===== config.mk =====
export PLATFORM = sky130hd
export DESIGN_NAME = dll_relock_seq
export DESIGN_NICKNAME = d
export VERILOG_FILES = /design/src/rtl/dllseq_pkg.sv /design/src/rtl/dllseq_timer.sv /design/src/rtl/dllseq_out_dec.sv /design/src/rtl/dll_relock_seq.sv
export SDC_FILE = /design/constraint.sdc
export NUM_CORES = 1
export LEC_CHECK = 0
export CAP_MARGIN = 20
export CORE_MARGIN = 2
export CORE_UTILIZATION = 55
export CTS_BUF_LIST = sky130_fd_sc_hd__clkbuf_8 sky130_fd_sc_hd__clkbuf_16
export DETAILED_ROUTE_END_ITERATION = 8
export DONT_BUFFER_PORTS = 1
export GPL_TIMING_DRIVEN = 0
export MAX_ROUTING_LAYER = met4
export PLACE_DENSITY = 0.69
export SETUP_SLACK_MARGIN = 0.2
export SLEW_MARGIN = 40
export SYNTH_ARGS = -nofsm -noshare
export SYNTH_HDL_FRONTEND = slang
export SYNTH_SLANG_ARGS = --single-unit

===== constraint.sdc =====
create_clock -name clk -period 5.45 [get_ports clk]
set_input_delay 0.8175 -clock clk [delete_from_list [all_inputs] [get_ports clk]]
set_output_delay 0.8175 -clock clk [all_outputs]
set_load 0.03 [all_outputs]

===== src/rtl/dllseq_pkg.sv =====
package dllseq_pkg;

  typedef enum logic [2:0] {
    CMD_NOP  = 3'd0,
    CMD_SRE  = 3'd1,
    CMD_SRX  = 3'd2,
    CMD_MRS  = 3'd3,
    CMD_ZQCL = 3'd4
  } dram_cmd_e;

  typedef enum logic [4:0] {
    S_IDLE,
    S_ODTQ,
    S_SRE,
    S_CKSRE,
    S_FREQ,
    S_CKSRX,
    S_SRX,
    S_XSW,
    S_MR1,
    S_MRDA,
    S_DLLRST,
    S_MRDB,
    S_MR2,
    S_MRDC,
    S_MR0,
    S_MODW,
    S_ZQ,
    S_ZQW,
    S_DLLKW,
    S_DONE
  } seq_state_e;

  // address bits with a fixed meaning in the mode-register words
  localparam int DLL_EN_BIT  = 0;
  localparam int DLL_RST_BIT = 8;
  localparam int ZQ_LONG_BIT = 10;

  // bank address selecting each mode register
  localparam int MR0_BA = 0;
  localparam int MR1_BA = 1;
  localparam int MR2_BA = 2;

endpackage


===== src/rtl/dllseq_timer.sv =====
// Down-counter loaded on entry to a wait. done_o is high once at most one
// cycle remains, so a load of L ends the wait L+1 cycles after the load edge.
module dllseq_timer #(
  parameter int CNT_W = 16
) (
  input  logic             clk,
  input  logic             rst,
  input  logic             load_i,
  input  logic [CNT_W-1:0] load_val_i,
  output logic             done_o
);

  logic [CNT_W-1:0] cnt_q;

  always_ff @(posedge clk) begin
    if (rst) begin
      cnt_q <= '0;
    end else if (load_i) begin
      cnt_q <= load_val_i;
    end else if (cnt_q != '0) begin
      cnt_q <= cnt_q - 1'b1;
    end
  end

  assign done_o = (cnt_q <= CNT_W'(1));

endmodule


===== src/rtl/dllseq_out_dec.sv =====
// Maps a sequencer state to the pin values driven during that state.
module dllseq_out_dec
  import dllseq_pkg::*;
#(
  parameter int ADDR_W = 14,
  parameter int BA_W   = 3
) (
  input  seq_state_e        st_i,
  input  logic              odt_req_i,
  input  logic [ADDR_W-1:0] mr0_i,
  input  logic [ADDR_W-1:0] mr1_i,
  input  logic [ADDR_W-1:0] mr2_i,
  output dram_cmd_e         cmd_o,
  output logic [BA_W-1:0]   ba_o,
  output logic [ADDR_W-1:0] addr_o,
  output logic              cke_o,
  output logic              odt_o,
  output logic              freq_req_o,
  output logic              busy_o,
  output logic              ready_o
);

  localparam logic [ADDR_W-1:0] EN_MASK  = ADDR_W'(1) << DLL_EN_BIT;
  localparam logic [ADDR_W-1:0] RST_MASK = ADDR_W'(1) << DLL_RST_BIT;
  localparam logic [ADDR_W-1:0] ZQ_MASK  = ADDR_W'(1) << ZQ_LONG_BIT;

  always_comb begin
    cmd_o      = CMD_NOP;
    ba_o       = '0;
    addr_o     = '0;
    cke_o      = 1'b1;
    odt_o      = 1'b0;
    freq_req_o = 1'b0;
    busy_o     = 1'b1;
    ready_o    = 1'b0;
    unique case (st_i)
      S_IDLE: begin
        busy_o = 1'b0;
        odt_o  = odt_req_i;
      end
      S_SRE: begin
        cmd_o = CMD_SRE;
        cke_o = 1'b0;
      end
      S_CKSRE, S_CKSRX: cke_o = 1'b0;
      S_FREQ: begin
        cke_o      = 1'b0;
        freq_req_o = 1'b1;
      end
      S_SRX: cmd_o = CMD_SRX;
      S_MR1: begin
        cmd_o  = CMD_MRS;
        ba_o   = BA_W'(MR1_BA);
        addr_o = mr1_i & ~EN_MASK;
      end
      S_DLLRST: begin
        cmd_o  = CMD_MRS;
        ba_o   = BA_W'(MR0_BA);
        addr_o = mr0_i | RST_MASK;
      end
      S_MR2: begin
        cmd_o  = CMD_MRS;
        ba_o   = BA_W'(MR2_BA);
        addr_o = mr2_i;
      end
      S_MR0: begin
        cmd_o  = CMD_MRS;
        ba_o   = BA_W'(MR0_BA);
        addr_o = mr0_i & ~RST_MASK;
      end
      S_ZQ: begin
        cmd_o  = CMD_ZQCL;
        addr_o = ZQ_MASK;
      end
      S_DONE: begin
        busy_o  = 1'b0;
        ready_o = 1'b1;
      end
      default: ;
    endcase
  end

endmodule


===== src/rtl/dll_relock_seq.sv =====
module dll_relock_seq
  import dllseq_pkg::*;
#(
  parameter int CNT_W  = 16,
  parameter int ADDR_W = 14,
  parameter int BA_W   = 3
) (
  input  logic              clk,
  input  logic              rst,
  input  logic              start_i,
  input  logic              idle_ok_i,
  input  logic              zq_en_i,
  input  logic              odt_req_i,
  input  logic              freq_ack_i,
  input  logic [CNT_W-1:0]  t_odtoff_i,
  input  logic [CNT_W-1:0]  t_cksre_i,
  input  logic [CNT_W-1:0]  t_cksrx_i,
  input  logic [CNT_W-1:0]  t_xs_i,
  input  logic [CNT_W-1:0]  t_mrd_i,
  input  logic [CNT_W-1:0]  t_mod_i,
  input  logic [CNT_W-1:0]  t_dllk_i,
  input  logic [CNT_W-1:0]  t_zqoper_i,
  input  logic [ADDR_W-1:0] mr0_i,
  input  logic [ADDR_W-1:0] mr1_i,
  input  logic [ADDR_W-1:0] mr2_i,
  output logic              freq_req_o,
  output logic [2:0]        cmd_o,
  output logic [BA_W-1:0]   ba_o,
  output logic [ADDR_W-1:0] addr_o,
  output logic              cke_o,
  output logic              odt_o,
  output logic              busy_o,
  output logic              ready_o
);

  seq_state_e       st_q, st_n;
  logic             zq_q;
  logic             step_ld, step_done;
  logic [CNT_W-1:0] step_val;
  logic             dllk_ld, dllk_done;

  // load value for a spacing of n cycles from the current edge
  function automatic logic [CNT_W-1:0] gap(input logic [CNT_W-1:0] n);
    return (n == '0) ? '0 : n - 1'b1;
  endfunction

  dllseq_timer #(.CNT_W(CNT_W)) u_step (
    .clk       (clk),
    .rst       (rst),
    .load_i    (step_ld),
    .load_val_i(step_val),
    .done_o    (step_done)
  );

  // lock count runs beside the later MRS and calibration steps
  dllseq_timer #(.CNT_W(CNT_W)) u_dllk (
    .clk       (clk),
    .rst       (rst),
    .load_i    (dllk_ld),
    .load_val_i(gap(t_dllk_i)),
    .done_o    (dllk_done)
  );

  always_comb begin
    st_n     = st_q;
    step_ld  = 1'b0;
    step_val = '0;
    dllk_ld  = 1'b0;
    unique case (st_q)
      S_IDLE: if (start_i && idle_ok_i) begin
        st_n     = S_ODTQ;
        step_ld  = 1'b1;
        step_val = t_odtoff_i + 1'b1;
      end
      S_ODTQ:  if (step_done) st_n = S_SRE;
      S_SRE: begin
        st_n     = S_CKSRE;
        step_ld  = 1'b1;
        step_val = gap(t_cksre_i);
      end
      S_CKSRE: if (step_done) st_n = S_FREQ;
      S_FREQ: if (freq_ack_i) begin
        st_n     = S_CKSRX;
        step_ld  = 1'b1;
        step_val = gap(t_cksrx_i);
      end
      S_CKSRX: if (step_done) st_n = S_SRX;
      S_SRX: begin
        st_n     = S_XSW;
        step_ld  = 1'b1;
        step_val = gap(t_xs_i);
      end
      S_XSW:   if (step_done) st_n = S_MR1;
      S_MR1: begin
        st_n     = S_MRDA;
        step_ld  = 1'b1;
        step_val = gap(t_mrd_i);
      end
      S_MRDA:  if (step_done) st_n = S_DLLRST;
      S_DLLRST: begin
        st_n     = S_MRDB;
        step_ld  = 1'b1;
        step_val = gap(t_mrd_i);
        dllk_ld  = 1'b1;
      end
      S_MRDB:  if (step_done) st_n = S_MR2;
      S_MR2: begin
        st_n     = S_MRDC;
        step_ld  = 1'b1;
        step_val = gap(t_mrd_i);
      end
      S_MRDC:  if (step_done) st_n = S_MR0;
      S_MR0: begin
        st_n     = S_MODW;
        step_ld  = 1'b1;
        step_val = gap(t_mod_i);
      end
      S_MODW: if (step_done) begin
        if (zq_q)           st_n = S_ZQ;
        else if (dllk_done) st_n = S_DONE;
        else                st_n = S_DLLKW;
      end
      S_ZQ: begin
        st_n     = S_ZQW;
        step_ld  = 1'b1;
        step_val = gap(t_zqoper_i);
      end
      S_ZQW:   if (step_done) st_n = dllk_done ? S_DONE : S_DLLKW;
      S_DLLKW: if (dllk_done) st_n = S_DONE;
      S_DONE:  st_n = S_IDLE;
      default: st_n = S_IDLE;
    endcase
  end

  always_ff @(posedge clk) begin
    if (rst) begin
      st_q <= S_IDLE;
      zq_q <= 1'b0;
    end else begin
      st_q <= st_n;
      if (st_q == S_IDLE && start_i && idle_ok_i) zq_q <= zq_en_i;
    end
  end

  // pin values decoded from the next state, then registered
  dram_cmd_e         cmd_d;
  logic [BA_W-1:0]   ba_d;
  logic [ADDR_W-1:0] addr_d;
  logic              cke_d, odt_d, freq_d, busy_d, ready_d;

  dllseq_out_dec #(.ADDR_W(ADDR_W), .BA_W(BA_W)) u_dec (
    .st_i      (st_n),
    .odt_req_i (odt_req_i),
    .mr0_i     (mr0_i),
    .mr1_i     (mr1_i),
    .mr2_i     (mr2_i),
    .cmd_o     (cmd_d),
    .ba_o      (ba_d),
    .addr_o    (addr_d),
    .cke_o     (cke_d),
    .odt_o     (odt_d),
    .freq_req_o(freq_d),
    .busy_o    (busy_d),
    .ready_o   (ready_d)
  );

  always_ff @(posedge clk) begin
    if (rst) begin
      cmd_o      <= CMD_NOP;
      ba_o       <= '0;
      addr_o     <= '0;
      cke_o      <= 1'b1;
      odt_o      <= 1'b0;
      freq_req_o <= 1'b0;
      busy_o     <= 1'b0;
      ready_o    <= 1'b0;
    end else begin
      cmd_o      <= cmd_d;
      ba_o       <= ba_d;
      addr_o     <= addr_d;
      cke_o      <= cke_d;
      odt_o      <= odt_d;
      freq_req_o <= freq_d;
      busy_o     <= busy_d;
      ready_o    <= ready_d;
    end
  end

endmodule


; ---- Word-level counts from Yosys, hierarchy flattened
; Index checks and enable logic that the tools add are counted.
[op_classes]
add_sub_neg = 10
n_mul = 0
div = 0
n_lt_le_gt_ge = 2
eq_ne = 29
shifts = 0
mux = 40
n_bitwise = 1
n_reduce_logical = 22
[ops]
columns = operator, n
row1 = $mux W16, 13
row2 = $sub A16 B1 Y16 const B, 9
row3 = $logic_not A16 Y1, 7
row4 = $pmux W16 S7, 1
row5 = $pmux W5 S19, 1
row6 = $pmux W14 S5, 1
row7 = $eq A5 B4 Y1 const B, 12
row8 = $mux W5, 12
row9 = $eq A5 B3 Y1 const B, 7
row10 = $le A16 B1 Y1 const B, 2
row11 = $reduce_bool A16 Y1, 2
row12 = $eq A5 B5 Y1 const B, 5
row13 = $eq A5 B2 Y1 const B, 4
row14 = $add A16 B1 Y16 const B, 1
row15 = $pmux W3 S4, 1
row16 = $logic_not A5 Y1, 2
row17 = $mux W1, 8
row18 = $reduce_or A4 Y1, 2
row19 = $reduce_or A7 Y1, 1
row20 = $eq A5 B1 Y1 const B, 1
row21 = $pmux W2 S2, 1
row22 = $reduce_bool A2 Y1, 2
row23 = $reduce_or A2 Y1, 2
row24 = $logic_and A1 B1 Y1, 3
row25 = 4 further kinds, 4
[totals]
ff_bits = 63
latch_bits = 0
ramBits = 0
rom_bits = 0
inputBits = 177
out_inout_bits = 25
wordCells = 116
n_memories = 0

; ---- Longest topological paths before layout
[depth]
word_depth = 8
ltp_mapped = 9
mapped_depth_nobuf = 8

; ---- Modules after synthesis
; Synthesis repeated with hierarchy kept, for this count alone.
[hier_totals]
hier_cells = 866
hier_area_um2 = 6382.4
[modules_own_cells]
columns = mod, instances, cells_per_inst, area_per_inst_um2, seq_area_each_um2
row1 = dll_relock_seq, 1, 570, 4027.6, 620.6
row2 = dllseq_timer, 2, 115, 935.9, 320.3
row3 = dllseq_out_dec, 1, 66, 483.0, 0.0

; ---- Worst setup path after synthesis
; Ideal clock, no wire load.
[synth_path]
path_type = input to register
startpoint = input t_mod_i[4]
endpoint = register u_step.cnt_q[2]
setup_ns = 0.134
arrival_ns = 2.767
t_required_ns = 5.316
path_slack_ns = 2.549
stages = 7
path_buffers = 1
cell_sequence = or3_1 or4_1 o41ai_2 clkbuf_1 nor2_1 a2111oi_0 a21oi_1
[synth_between]
elab_chain_len = 4
[synth_rtl]
columns = element, line_no
row1 = from (decl), dll_relock_seq.sv:20  ; input logic [CNT_W-1:0] t_mod_i,
row2 = $logic_not A16 Y1, dll_relock_seq.sv:44  ; return (n == '0) ? '0 : n - 1'b1;
row3 = $mux W16, dll_relock_seq.sv:44
row4 = $pmux W16 S7, dll_relock_seq.sv:69  ; unique case (st_q)
row5 = $mux W16, dllseq_timer.sv:18  ; end else if (load_i) begin
row6 = to (signal assigned), dllseq_timer.sv:19  ; cnt_q <= load_val_i;
row7 = to (signal assigned), dllseq_timer.sv:21  ; cnt_q <= cnt_q - 1'b1;
row8 = to (decl), dllseq_timer.sv:13  ; logic [CNT_W-1:0] cnt_q;
; Every way passes these cells.
; A chain may end at the register's enable or synchronous reset.

; ---- Worst setup path after layout
[layout_path]
startpoint = input t_zqoper_i[6]
endpoint = register u_step.cnt_q[15]
[layout_between]
elab_chain_len = 4
word_cells_on_any_way = 5
cone_classes = add/sub (1) / mux (3) / reduce/logical (1)
[layout_rtl]
columns = element, line_no
row1 = from (decl), dll_relock_seq.sv:22  ; input logic [CNT_W-1:0] t_zqoper_i,
row2 = $sub A16 B1 Y16 or $logic_not A16 Y1 (tied branches), dll_relock_seq.sv:44
row3 = $mux W16 (*), dll_relock_seq.sv:44
row4 = $pmux W16 S7 (*), dll_relock_seq.sv:69
row5 = $mux W16 (*), dllseq_timer.sv:18
; Mark *: on every way between the ends. The rest lies on a longest branch, timed or not.

==> flow_summary.json <==
{
  "start_util_pct": 56.55,
  "hpwl_mm": 18.32,
  "cpPeakStageDelay_ps": 820,
  "netlist_instances": 939,
  "routed_via_density": 6.973,
  "synth_xor_area_share_pct": 15.60,
  "die-area_um2": 13250,
  "yosysWarnings": 0,
  "syn_nets": 1136,
  "fin_ws_ps": 1877,
  "clock-sinks": 62,
  "leakagePower_nw": 2.347,
  "synth_top_family_by_area": "simple AND/OR/NAND/NOR gates",
  "worst_slew_pin_slew_ps": 897.4,
  "grt_max_degree": 13,
  "cts-root-buf": "clkbuf_16",
  "fmax_mhz": 279.9,
  "fillers": 1109,
  "area_delta_synth_final_pct": 8.160,
  "postCtsSetupRepairBufs": 0,
  "row_count": 40,
  "synth_area_um2": 6793,
  "max_cap_violations": 0,
  "synthAdderAreaFrac_pct": 3.684,
  "cp_data_required_time_ps": 5630,
  "grt_util_all_layers_pct": 35.05,
  "antennaDiodeCount": 0,
  "fin_tns_setup_ps": 0,
  "peakVddDrop_mv": 0.2079,
  "clockBufferDepth": 2,
  "hold_viol_final": 0,
  "htreeDepth": 3,
  "grt_pass1_vias": 7079,
  "start_kind": "primary input",
  "slew-limit-headroom_pct": 38.62,
  "layout_common_cells": "118 x nor2_1, 83 x xor2_1, 62 x dfxtp_1, 51 x nand4_1",
  "drt-initial-drc-count": 821,
  "setup_viol": 0,
  "final_max_slew_viol_count": 0,
  "antenna_found_initial": 0,
  "path_max_fanout": 10,
  "synth_simple_gate_area_share_pct": 35.49,
  "slowest_stage": "a2111oi_0",
  "rsz0062_at_grt": "false",
  "core_um2": 12010,
  "fin_crit_ps": 3573,
  "synth.ff_latch_count": 62,
  "postPlaceCellArea_um2": 7004,
  "wirelength_mm": 23.15,
  "grt_remaining_overflow": 0,
  "pre_cts_ws_ps": 1701,
  "synth-compound-area-share_pct": 21.92,
  "nets": 1147,
  "first_pass_iters": 6,
  "cp.arrival_ps": 3750,
  "clk_latency_ps": 340,
  "grt_pass1_wl_mm": 35.97,
  "worstSetupPathType": "primary input to flop",
  "routabilityCongestion": 0.9524,
  "utilization_pct": 61.17,
  "synth.avg_cell_area_um2": 7.234,
  "antenna_left": 0,
  "dieWidth_um": 115.1,
  "powerDensity_nw_per_um2": 389.4,
  "finalClockSkew_ps": 5.212,
  "final_area_um2": 7347,
  "ys.flop_type": "dfxtp_1",
  "cts_tree": "done",
  "cts_hold_buf": 0,
  "numCtsBuffers": 9,
  "synth_edf_count": 0,
  "yosysUniqueCellTypes": 68,
  "wl_per_cell_um": 21.01,
  "drive_above_1_share_pct": 5.969,
  "end_kind": "flop",
  "ioPinCount": 202,
  "synthMuxAreaShare_pct": 0.3131,
  "status": "completed",
  "cts_resized": 0,
  "postSynth.asyncResetShare_pct": 0,
  "drc": 0,
  "path_cells": "nor3_1 -> nand2_1 -> o31ai_1 -> clkbuf_1 -> a21oi_1 -> a2111oi_0 -> a31oi_1",
  "port_buffers": 0,
  "yosysSeqAreaShare_pct": 18.27,
  "die_h_um": 115.1,
  "clk_pin_slew_ps": 60,
  "final_common_cell": "nor2_1",
  "routed-via-count": 7684,
  "hold_path_class": "flop to flop",
  "holdWs_ps": 507.1,
  "fin_crit_sh_pct": 65.56
}
[final cells by class]
cell class | count | area [µm²] | area share, %
plain buffers | 49 | 203.9 | 2.776
clock buffers | 9 | 225.2 | 3.065
clock inverters | 7 | 98.84 | 1.345
inverters | 30 | 112.6 | 1.533
multi-input cells | 798 | 5281 | 71.88
flip-flops and latches | 62 | 1241 | 16.89
well taps | 147 | 183.9 | 2.503
[report_power, final]
| part | switching [mW] | total, mW | internal, mW |
|---|---|---|---|
| Clock | 0.216 | 0.617 | 0.401 |
| Sequential | 0.136 | 0.697 | 0.560 |
| Combinational | 0.999 | 1.55 | 0.547 |
| Total | 1.35 | 2.86 | 1.51 |
[registers in the layout, indices dropped and copies added (netlist names)]
name          cells
u_dllk.cnt_q     16
u_step.cnt_q     16
addr_o           14
st_q              5
cmd_o             3
ba_o              2
busy_o            1
cke_o             1
freq_req_o        1
odt_o             1
ready_o           1
zq_q              1
[stage by stage]
stage,cells,total power [mW]
global route,1102,3.044
global placement,1086,2.140
floorplan,939,1.808
finish,1102,2.861
CTS,1102,2.821
detailed placement,1086,2.187
[synth_stat cells (all sizes together), types with 5 or more instances]
cell     number  area (µm²)
nor2        118       442.9
xor2         83       727.0
dfxtp        62        1241
nand4        51       319.1
a21oi        47       239.0
nand2        46       172.7
nor3         45       230.2
nor4         43       287.8
nand3        41       205.2
xnor2        38       332.8
clkbuf       36       135.1
inv          30       112.6
nand2b       23       143.9
ha           20       250.2
o22ai        19       118.9
o21ai        18       93.84
or4          17       138.9
a211oi       13       97.59
buf          13       68.81
o311ai       12       105.1
or3          12       75.07
o31ai        11       96.34
o32ai        11       96.34
a31oi         9       56.30
nand4b        9       78.83
o221ai        9       78.83
nand3b        8       60.06
nor2b         8       50.05
a2111oi       7       67.56
a21boi        7       52.55
a221oi        7       61.31
a22oi         6       45.04
a2bb2oi       6       52.55
nor3b         6       45.04
o211ai        6       45.04
o41ai         6       67.56
and3          5       31.28
[cell families (layout without fill, tap and decap cells)]
logic type / Yosys count / count (layout)
multiplexers: 2 / 2
XOR/XNOR: 121 / 121
adder cells (fa/ha/maj): 20 / 20
AND/OR/NAND/NOR: 448 / 448
other: 1 / 1
flip-flops: 62 / 62
buffers and inverters: 79 / 95
AO/OA/AOI/OAI: 206 / 206
[final timing paths]
check                                    from               end  slack (ps)  depth (start not counted)
worst min-delay path                     zq_q              zq_q         510                          2
worst min register to register           zq_q              zq_q         510                          2
worst max-delay path            t_zqoper_i[6]  u_step.cnt_q[15]        1880                          7
worst max register to register        st_q[4]  u_step.cnt_q[15]        2170                          8
[critical path, delay by kind of cell]
| family | cells | cell delay [ps] |
|---|---|---|
| buffers and inverters | 1 | 460 |
| AOI/OAI and AO/OA | 4 | 1800 |
| and+or+nand+nor | 2 | 680 |
[per-layer routing]
metal  track usage, %  routed length (µm)  vias to the layer above  part of all wire, %
met5                -                   0                        -                    0
li1                 -                   -                     3583                    -
met1            42.49                9132                     3559                   39
met4            11.24                 720                        0                  3.1
met3            7.011                2081                       65                  9.0
met2            58.43               11210                      477                   48
No activity file was read; power rests on OpenSTA's default activity.
